$ cat src/rtl/cpx_pkg.sv
package cpx_pkg;

    typedef enum logic [1:0] {
        HS_WAIT   = 2'b00,
        HS_GO     = 2'b01,
        HS_ABSENT = 2'b10,
        HS_LAST   = 2'b11
    } hs_e;

    typedef enum logic [2:0] {
        CLS_INTOP = 3'd0,
        CLS_RDREG = 3'd1,
        CLS_WRREG = 3'd2,
        CLS_LOAD  = 3'd3,
        CLS_STORE = 3'd4
    } cls_e;

    typedef enum logic [1:0] {
        ST_IDLE,
        ST_ABSENT,
        ST_OP,
        ST_XFER
    } st_e;

    function automatic logic is_xfer(input logic [2:0] cls);
        return (cls == CLS_LOAD) || (cls == CLS_STORE);
    endfunction

    function automatic logic drives_bus(input logic [2:0] cls);
        return (cls == CLS_RDREG) || (cls == CLS_STORE);
    endfunction

endpackage

$ cat src/rtl/cpx_resp_enc.sv
module cpx_resp_enc
    import cpx_pkg::*;
#(
    parameter int CNT_W = 4
) (
    input  st_e              st,
    input  logic [CNT_W-1:0] rem,
    input  logic             busy,
    output hs_e              hs,
    output logic             fin,
    output logic             take
);

    localparam logic [CNT_W-1:0] ONE = CNT_W'(1);

    always_comb begin
        hs   = HS_WAIT;
        fin  = 1'b0;
        take = 1'b0;
        case (st)
            ST_ABSENT: hs = HS_ABSENT;
            ST_OP: begin
                if (!busy) begin
                    hs  = HS_GO;
                    fin = 1'b1;
                end
            end
            ST_XFER: begin
                if (!busy) begin
                    if (rem > ONE) begin
                        hs   = HS_GO;
                        take = 1'b1;
                    end else begin
                        hs  = HS_LAST;
                        fin = 1'b1;
                    end
                end
            end
            default: hs = HS_WAIT;
        endcase
    end

endmodule

$ cat src/rtl/cpx_word_ctr.sv
module cpx_word_ctr #(
    parameter int CNT_W = 4
) (
    input  logic             clk,
    input  logic             rst,
    input  logic             load,
    input  logic [CNT_W-1:0] load_val,
    input  logic             dec,
    input  logic             clr,
    output logic [CNT_W-1:0] rem
);

    localparam logic [CNT_W-1:0] ONE  = CNT_W'(1);
    localparam logic [CNT_W-1:0] ZERO = '0;

    logic [CNT_W-1:0] rem_d, rem_q;

    always_comb begin
        rem_d = rem_q;
        if (load) begin
            rem_d = (load_val == ZERO) ? ONE : load_val;
        end else if (clr) begin
            rem_d = ZERO;
        end else if (dec) begin
            rem_d = rem_q - ONE;
        end
    end

    always_ff @(posedge clk) begin
        if (rst) rem_q <= ZERO;
        else     rem_q <= rem_d;
    end

    assign rem = rem_q;

    AST_LOAD_NONZERO: assert property (@(posedge clk) disable iff (rst)
        load |=> rem_q != ZERO);

    AST_DEC_ABOVE_ONE: assert property (@(posedge clk) disable iff (rst)
        (dec && !load && !clr) |-> rem_q > ONE);

endmodule

$ cat src/rtl/cpx_bus_own.sv
module cpx_bus_own
    import cpx_pkg::*;
(
    input  logic       clk,
    input  logic       rst,
    input  logic       instr_vld,
    input  logic [2:0] instr_cls,
    input  logic       cp_here,
    output logic       own
);

    logic own_d, own_q;

    always_comb begin
        own_d = own_q;
        if (instr_vld) own_d = cp_here && drives_bus(instr_cls);
    end

    always_ff @(posedge clk) begin
        if (rst) own_q <= 1'b0;
        else     own_q <= own_d;
    end

    assign own = own_q;

    AST_OWN_HOLD: assert property (@(posedge clk) disable iff (rst)
        !instr_vld |=> $stable(own_q));

endmodule

$ cat src/rtl/cp_xfer_seq.sv
module cp_xfer_seq
    import cpx_pkg::*;
#(
    parameter int CNT_W = 4
) (
    input  logic             clk,
    input  logic             rst,
    input  logic             instr_vld,
    input  logic [2:0]       instr_cls,
    input  logic [CNT_W-1:0] word_cnt,
    input  logic             cp_here,
    input  logic             busy,
    input  logic             pass,
    input  logic             late_cancel,
    output logic [1:0]       hs_code,
    output logic             dout_en,
    output logic             commit
);

    typedef struct packed {
        st_e  st;
        logic pass;
    } seq_t;

    seq_t             seq_d, seq_q;
    logic [CNT_W-1:0] rem;
    hs_e              hs;
    logic             fin, take;
    logic             ctr_load, ctr_dec, ctr_clr;

    cpx_resp_enc #(.CNT_W(CNT_W)) u_enc (
        .st   (seq_q.st),
        .rem  (rem),
        .busy (busy),
        .hs   (hs),
        .fin  (fin),
        .take (take)
    );

    cpx_word_ctr #(.CNT_W(CNT_W)) u_ctr (
        .clk      (clk),
        .rst      (rst),
        .load     (ctr_load),
        .load_val (word_cnt),
        .dec      (ctr_dec),
        .clr      (ctr_clr),
        .rem      (rem)
    );

    cpx_bus_own u_own (
        .clk       (clk),
        .rst       (rst),
        .instr_vld (instr_vld),
        .instr_cls (instr_cls),
        .cp_here   (cp_here),
        .own       (dout_en)
    );

    always_comb begin
        seq_d    = seq_q;
        ctr_load = instr_vld && cp_here && is_xfer(instr_cls);
        ctr_dec  = take && !late_cancel && !instr_vld;
        ctr_clr  = !instr_vld && (late_cancel || fin);
        if (instr_vld) begin
            seq_d.pass = pass;
            if (!cp_here)                seq_d.st = ST_ABSENT;
            else if (is_xfer(instr_cls)) seq_d.st = ST_XFER;
            else                         seq_d.st = ST_OP;
        end else if (late_cancel) begin
            seq_d.st = ST_IDLE;
        end else begin
            case (seq_q.st)
                ST_ABSENT:     seq_d.st = ST_IDLE;
                ST_OP, ST_XFER: if (fin) seq_d.st = ST_IDLE;
                default:       seq_d.st = seq_q.st;
            endcase
        end
    end

    always_ff @(posedge clk) begin
        if (rst) begin
            seq_q.st   <= ST_IDLE;
            seq_q.pass <= 1'b0;
        end else begin
            seq_q <= seq_d;
        end
    end

    assign hs_code = hs;
    assign commit  = fin && seq_q.pass && !late_cancel;

    AST_ABSENT_CODE: assert property (@(posedge clk) disable iff (rst)
        (instr_vld && !cp_here) |=> hs_code == HS_ABSENT);

    AST_ABSENT_NO_BUS: assert property (@(posedge clk) disable iff (rst)
        (instr_vld && !cp_here) |=> !dout_en);

    AST_CANCEL_IDLE: assert property (@(posedge clk) disable iff (rst)
        (late_cancel && !instr_vld) |=> (hs_code == HS_WAIT && !commit));

    AST_CANCEL_KEEPS_BUS: assert property (@(posedge clk) disable iff (rst)
        (late_cancel && !instr_vld) |=> $stable(dout_en));

    AST_BUSY_WAIT: assert property (@(posedge clk) disable iff (rst)
        (busy && (seq_q.st == ST_OP || seq_q.st == ST_XFER)) |-> hs_code == HS_WAIT);

    AST_LAST_THEN_IDLE: assert property (@(posedge clk) disable iff (rst)
        (hs_code == HS_LAST && !instr_vld) |=> hs_code == HS_WAIT);

    AST_COMMIT_FINAL: assert property (@(posedge clk) disable iff (rst)
        commit |-> (hs_code == HS_LAST || hs_code == HS_GO));

endmodule

$ cat config.mk
export PLATFORM = sky130hd
export DESIGN_NAME = cp_xfer_seq
export DESIGN_NICKNAME = d
export VERILOG_FILES = /design/src/rtl/cpx_pkg.sv /design/src/rtl/cpx_resp_enc.sv /design/src/rtl/cpx_word_ctr.sv /design/src/rtl/cpx_bus_own.sv /design/src/rtl/cp_xfer_seq.sv
export SDC_FILE = /design/constraint.sdc
export NUM_CORES = 1
export LEC_CHECK = 0
export ABC_AREA = 1
export BUFFER_PORTS_ARGS = -buffer_cell sky130_fd_sc_hd__buf_2
export CELL_PAD_IN_SITES_DETAIL_PLACEMENT = 0
export CELL_PAD_IN_SITES_GLOBAL_PLACEMENT = 1
export CORE_UTILIZATION = 38
export CTS_BUF_LIST = sky130_fd_sc_hd__clkbuf_8
export DETAILED_ROUTE_END_ITERATION = 12
export PLACE_DENSITY_LB_ADDON = 0.08
export SLEW_MARGIN = 5
export SYNTH_ARGS = -nofsm -noshare
export SYNTH_HDL_FRONTEND = slang
export SYNTH_SLANG_ARGS = --single-unit
$ cat constraint.sdc
create_clock -name clk -period 2.5 [get_ports clk]
set_input_delay 0.625 -clock clk [delete_from_list [all_inputs] [get_ports clk]]
set_output_delay 0.625 -clock clk [all_outputs]
set_load 0.05 [all_outputs]
# Word level (Yosys, flattened, before mapping)
# Index checks and enable logic that the tools add are counted.
# totals
ff_bits	8
output_inout_bits	4
romBits	0
in_bits	14
latch_bits	0
elab_cells	52
mem_count	0
ram_bits	0
# classes
shift	0
div_mod_pow	0
magnitude_cmp	1
n_mul	0
add_sub_neg	1
n_eq_ne	7
muxes	21
n_reduce_logical	18
bitwise_logic	0
# op_table
op	n
4-bit two-way mux	4
2-bit two-way mux	6
1-bit logical AND	8
1-bit two-way mux	8
2-bit one-hot mux with 3 select lines	1
2-bit == test (second input constant)	2
4-bit by 1-bit greater-than comparator with 1-bit output (second input constant)	1
4-bit zero test	1
4-bit inequality test (second input constant)	1
2-bit one-hot mux with 2 select lines	1
4-bit nonzero test	1
4-bit by 1-bit subtractor with 4-bit output (second input constant)	1
3-bit by 1-bit == test with 1-bit output (second input constant)	1
3-bit by 2-bit == test with 1-bit output (second input constant)	1
3-bit == test (second input constant)	1
1-bit logical OR	3
3-bit nonzero test	1
2-bit by 1-bit == test with 1-bit output (second input constant)	1
1-bit zero test	2
1-bit one-hot mux with 2 select lines	1
2-bit AND reduction	1
2-bit OR reduction	1

# Longest topological paths before layout
# depth
depth_word	9
mapped_depth	9
depth_no_buf	9

# Cells and area by module
# Synthesis repeated with hierarchy kept, for this count alone.
# hier_totals
hier_cells	90
hier_area_um2	576.8
# modules_own_cells
mod	n_inst	seq_area_each_um2	cells_each	area_each_um2
cpx_word_ctr	1	80.1	38	259.0
cp_xfer_seq	1	60.1	25	162.7
cpx_resp_enc	1	0.0	17	78.8
cpx_bus_own	1	20.0	10	76.3

# Least setup slack after synthesis
# Ideal clock, no wire load.
# synth_timing
kind	input to output
startpoint	input port busy
endpoint	output port commit
slack_ns	-0.296
cell_stages	3
t_arrival_ns	2.171
n_path_buf	0
required_ns	1.875
cell_sequence	nor2_1 o21ai_2 nor2_1
# synth_via
elab_chain_cells	4
word_cells_on_any_way	5
classes_between	mux (3); reduce/logical (2)
# synth_lines
element	line_no	rtl
from (decl)	cp_xfer_seq.sv:12	input logic busy,
1-bit two-way mux (on tied branches)	cpx_resp_enc.sv:29, cpx_resp_enc.sv:23	
1-bit one-hot mux with 2 select lines (*)	cpx_resp_enc.sv:20	case (st)
1-bit logical AND (*) (2 in series)	cp_xfer_seq.sv:90	assign commit = fin && seq_q.pass && !late_cancel;
to (decl)	cp_xfer_seq.sv:17	output logic commit
# Mark *: on every way between the ends. The rest lies on a longest branch, timed or not.

# Final worst setup path
# layout_timing
startpoint	register u_ctr.rem_q[0], in the netlist u_ctr.rem[0]
endpoint	output port commit
# layout_via
elab_chain_cells	6
# layout_lines
element	line_no	rtl
from (decl)	cpx_word_ctr.sv:16	logic [CNT_W-1:0] rem_d, rem_q;
from (signal assigned)	cpx_word_ctr.sv:31	else rem_q <= rem_d;
4-bit by 1-bit greater-than comparator with 1-bit output	cpx_resp_enc.sv:30	if (rem > ONE) begin
1-bit two-way mux	cpx_resp_enc.sv:30	
1-bit two-way mux	cpx_resp_enc.sv:29	if (!busy) begin
1-bit one-hot mux with 2 select lines	cpx_resp_enc.sv:20	
1-bit logical AND (2 in series)	cp_xfer_seq.sv:90	
# Every way passes these cells.

==> results.sh <==
export IMPL_first_global_vias=584
export IMPL_ys_warn_count=0
export IMPL_core_mm2=0.00138
export IMPL_syn_nets=110
export IMPL_vdd_drop_max_uv=363
export IMPL_pin_count=18
export IMPL_finalMaxSlewViolations=0
export IMPL_synth_area_um2=602
export IMPL_track_usage_pct=16.4
export IMPL_stdcell_area_um2=748
export IMPL_arrival_ns=1.59
export IMPL_status="complete, no violations"
export IMPL_port_buffers=17
export IMPL_cp_slowest_cell="dfxtp_1"
export IMPL_grt_first_pass_wirelength_um=2230
export IMPL_numCtsBuffers=3
export IMPL_ys_seq_area_share_pct=26.6
export IMPL_critical_path_max_stage_delay_ns=0.32
export IMPL_r2r_start="u_ctr.rem[0]"
export IMPL_drcViolationCount=0
export IMPL_rows=13
export IMPL_route_antenna_remaining_nets=0
export IMPL_powerDensity_mw_per_mm2=476
export IMPL_area_growth_pct=24.3
export IMPL_synth_top_area_share_pct=26.6
export IMPL_synth_edf_count=0
export IMPL_max_cap_violations=0
export IMPL_num_fill_cells=152
export IMPL_die_area_mm2=0.00175
export IMPL_die_h_um=41.8
export IMPL_syn_area_per_cell_um2=6.40
export IMPL_critPathCaptureType="primary output"
export IMPL_worst_pin_slew_ns=0.288
export IMPL_start_util_pct=43.5
export IMPL_start_kind="flip-flop"
export IMPL_num_antenna_cells=0
export IMPL_dp_hpwl_um=1030
export IMPL_cpMostUsedCell="nor2_1"
export IMPL_async_flop_share_pct=0
export IMPL_critPathMaxFanout=4
export IMPL_clock_sinks=8
export IMPL_startpoint="u_ctr.rem[0]"
export IMPL_htreeDepth=1
export IMPL_period_share_pct=88.4
export IMPL_clk_latency_ns=0.22
export IMPL_place_gp_congestion=0.786
export IMPL_synthTopCellsByCount="18 x nand2_1, 18 x nor2_1, 13 x inv_1, 8 x dfxtp_1, 8 x nand3_1"
export IMPL_die_width_um=41.8
export IMPL_clk_pin_slew_ns=0.04
export IMPL_synth_seq_cells=8
export IMPL_cts_hold_buffers=0
export IMPL_max_slew_margin_pct=80.7
export IMPL_final_core_util_pct=54.1
export IMPL_via_per_inst=4.88
export IMPL_grt_start_max_net_pins=9
export IMPL_synthTopCellsByArea="dfxtp_1 27%, nand2_1 11%, nor2_1 11%, inv_1 8.1%, nand3_1 6.7%"
export IMPL_cts_setup_buffers=0
export IMPL_netlist_instances=94
export IMPL_firstDrtPassIters=6
export IMPL_hold_start="seq_q[0]"
export IMPL_hold_violations=0
export IMPL_hold_class="reg2reg"
export IMPL_yosysTopAreaCell="dfxtp_1"
export IMPL_worstSetupPathType="reg2out"
export IMPL_clock_fmax_mhz=452
export IMPL_post_drt_wl_per_cell_um=10.1
export IMPL_antenna_found_initial=0
export IMPL_grt_setup_unrepaired="false"
export IMPL_tritoncts="yes"
export IMPL_fin_tns_setup_ns=0
export IMPL_drive_gt1_share_pct=32.7
export IMPL_setup_viol=0
export IMPL_dpl_instance_area_um2=707
export IMPL_cts_resized=0
export IMPL_ys_types=20
export IMPL_p_leak_uw=0.000368
export IMPL_num_vias=625
export IMPL_overflow=0
export IMPL_crit_chain="inv_1, ha_1, nor2_1, nor2_1, o21ai_2, nor2_2, buf_2"
export IMPL_synth_flop_cell="dfxtp_1"
export IMPL_skew_ns=0.00288
export IMPL_nNetsFinal=131
export IMPL_cts_buffer_depth=2
export IMPL_drt_iter0_markers=10
export IMPL_min_period_ns=2.21
export IMPL_worstPathRequired_ns=1.88
export IMPL_clockRootBuffer="clkbuf_8"
export IMPL_drt_total_wl_um=1290
report_power, final:
group / leakage [µW] / internal, µW / switching (µW)
sequential: 0.0000653 / 133 / 4.72
combinational: 0.000281 / 24.9 / 44.0
clock: 0.0000216 / 104 / 45.5
stage by stage:
step                      std cells  setup slack, ns  power, µW  hold WS (ns)
final                           128            0.289        356         0.473
after global routing            128            0.152        383         0.507
after CTS                       128            0.286        358         0.470
after detailed placement        125            0.525        209         0.464
after global placement          125            0.557        208         0.453
after floorplan                  94            0.197        186         0.439
per-layer routing:
metal,vias to the layer above,part of all wire (%),GRT usage (%)
li1,336,-,-
met1,270,47,20.5
met2,19,47,26.6
met3,0,6.4,5.22
met4,0,0,5.16
met5,-,0,0
state kept, by name, indices dropped and copies added, names as in the netlist:
name	count
seq_q	3
u_own.own	1
u_ctr.rem	4
layout make-up:
| class | instances | area [µm²] | area share [%] |
|---|---|---|---|
| clock buffer | 3 | 41.3 | 5.52 |
| inverter | 16 | 60.1 | 8.03 |
| sequential | 8 | 160 | 21.4 |
| timing repair buffer | 17 | 85.1 | 11.4 |
| tap | 15 | 18.8 | 2.51 |
| multi-input combinational | 69 | 383 | 51.2 |
worst max-delay path: cells and delay by family (launching register included):
| family | cells | cell delay (ns) |
|---|---|---|
| flops | 1 | 0.32 |
| simple gates | 3 | 0.33 |
| buf+inv | 2 | 0.38 |
| compound gates | 1 | 0.10 |
| fa+ha+maj | 1 | 0.24 |
final timing paths:
path | endpoint | slack (ns) | depth (start not counted)
worst max-delay path | commit | 0.29 | 7
worst max register to register | u_ctr.rem[2] | 1.01 | 9
worst min register to register | seq_q[0] | 0.47 | 2
worst min-delay path | seq_q[0] | 0.47 | 2
logic make-up after synthesis:
group,count (synthesis),share of synthesized area (%)
buffers and inverters,17,10.6
adder cells (fa/ha/maj),2,4.16
XOR/XNOR,1,1.46
AO/OA/AOI/OAI,14,16.2
flip-flops,8,26.6
AND/OR/NAND/NOR,52,41.0
cells in the final DEF, fill, tap and decap left out, types with 2 or more instances in the layout:
cell type,Yosys,final
a21oi_1,4,4
inv_2,3,3
nand2_1,18,18
o21ai_0,2,2
clkbuf_8,0,3
dfxtp_1,8,8
buf_2,0,17
nand3_1,8,8
inv_1,13,13
ha_1,2,2
nand2_2,2,2
a21oi_2,4,4
nor2_1,18,16
o21ai_2,3,3
nand4_1,2,2
nor2_2,0,2
Note: power is estimated with default switching activity, not from simulation.
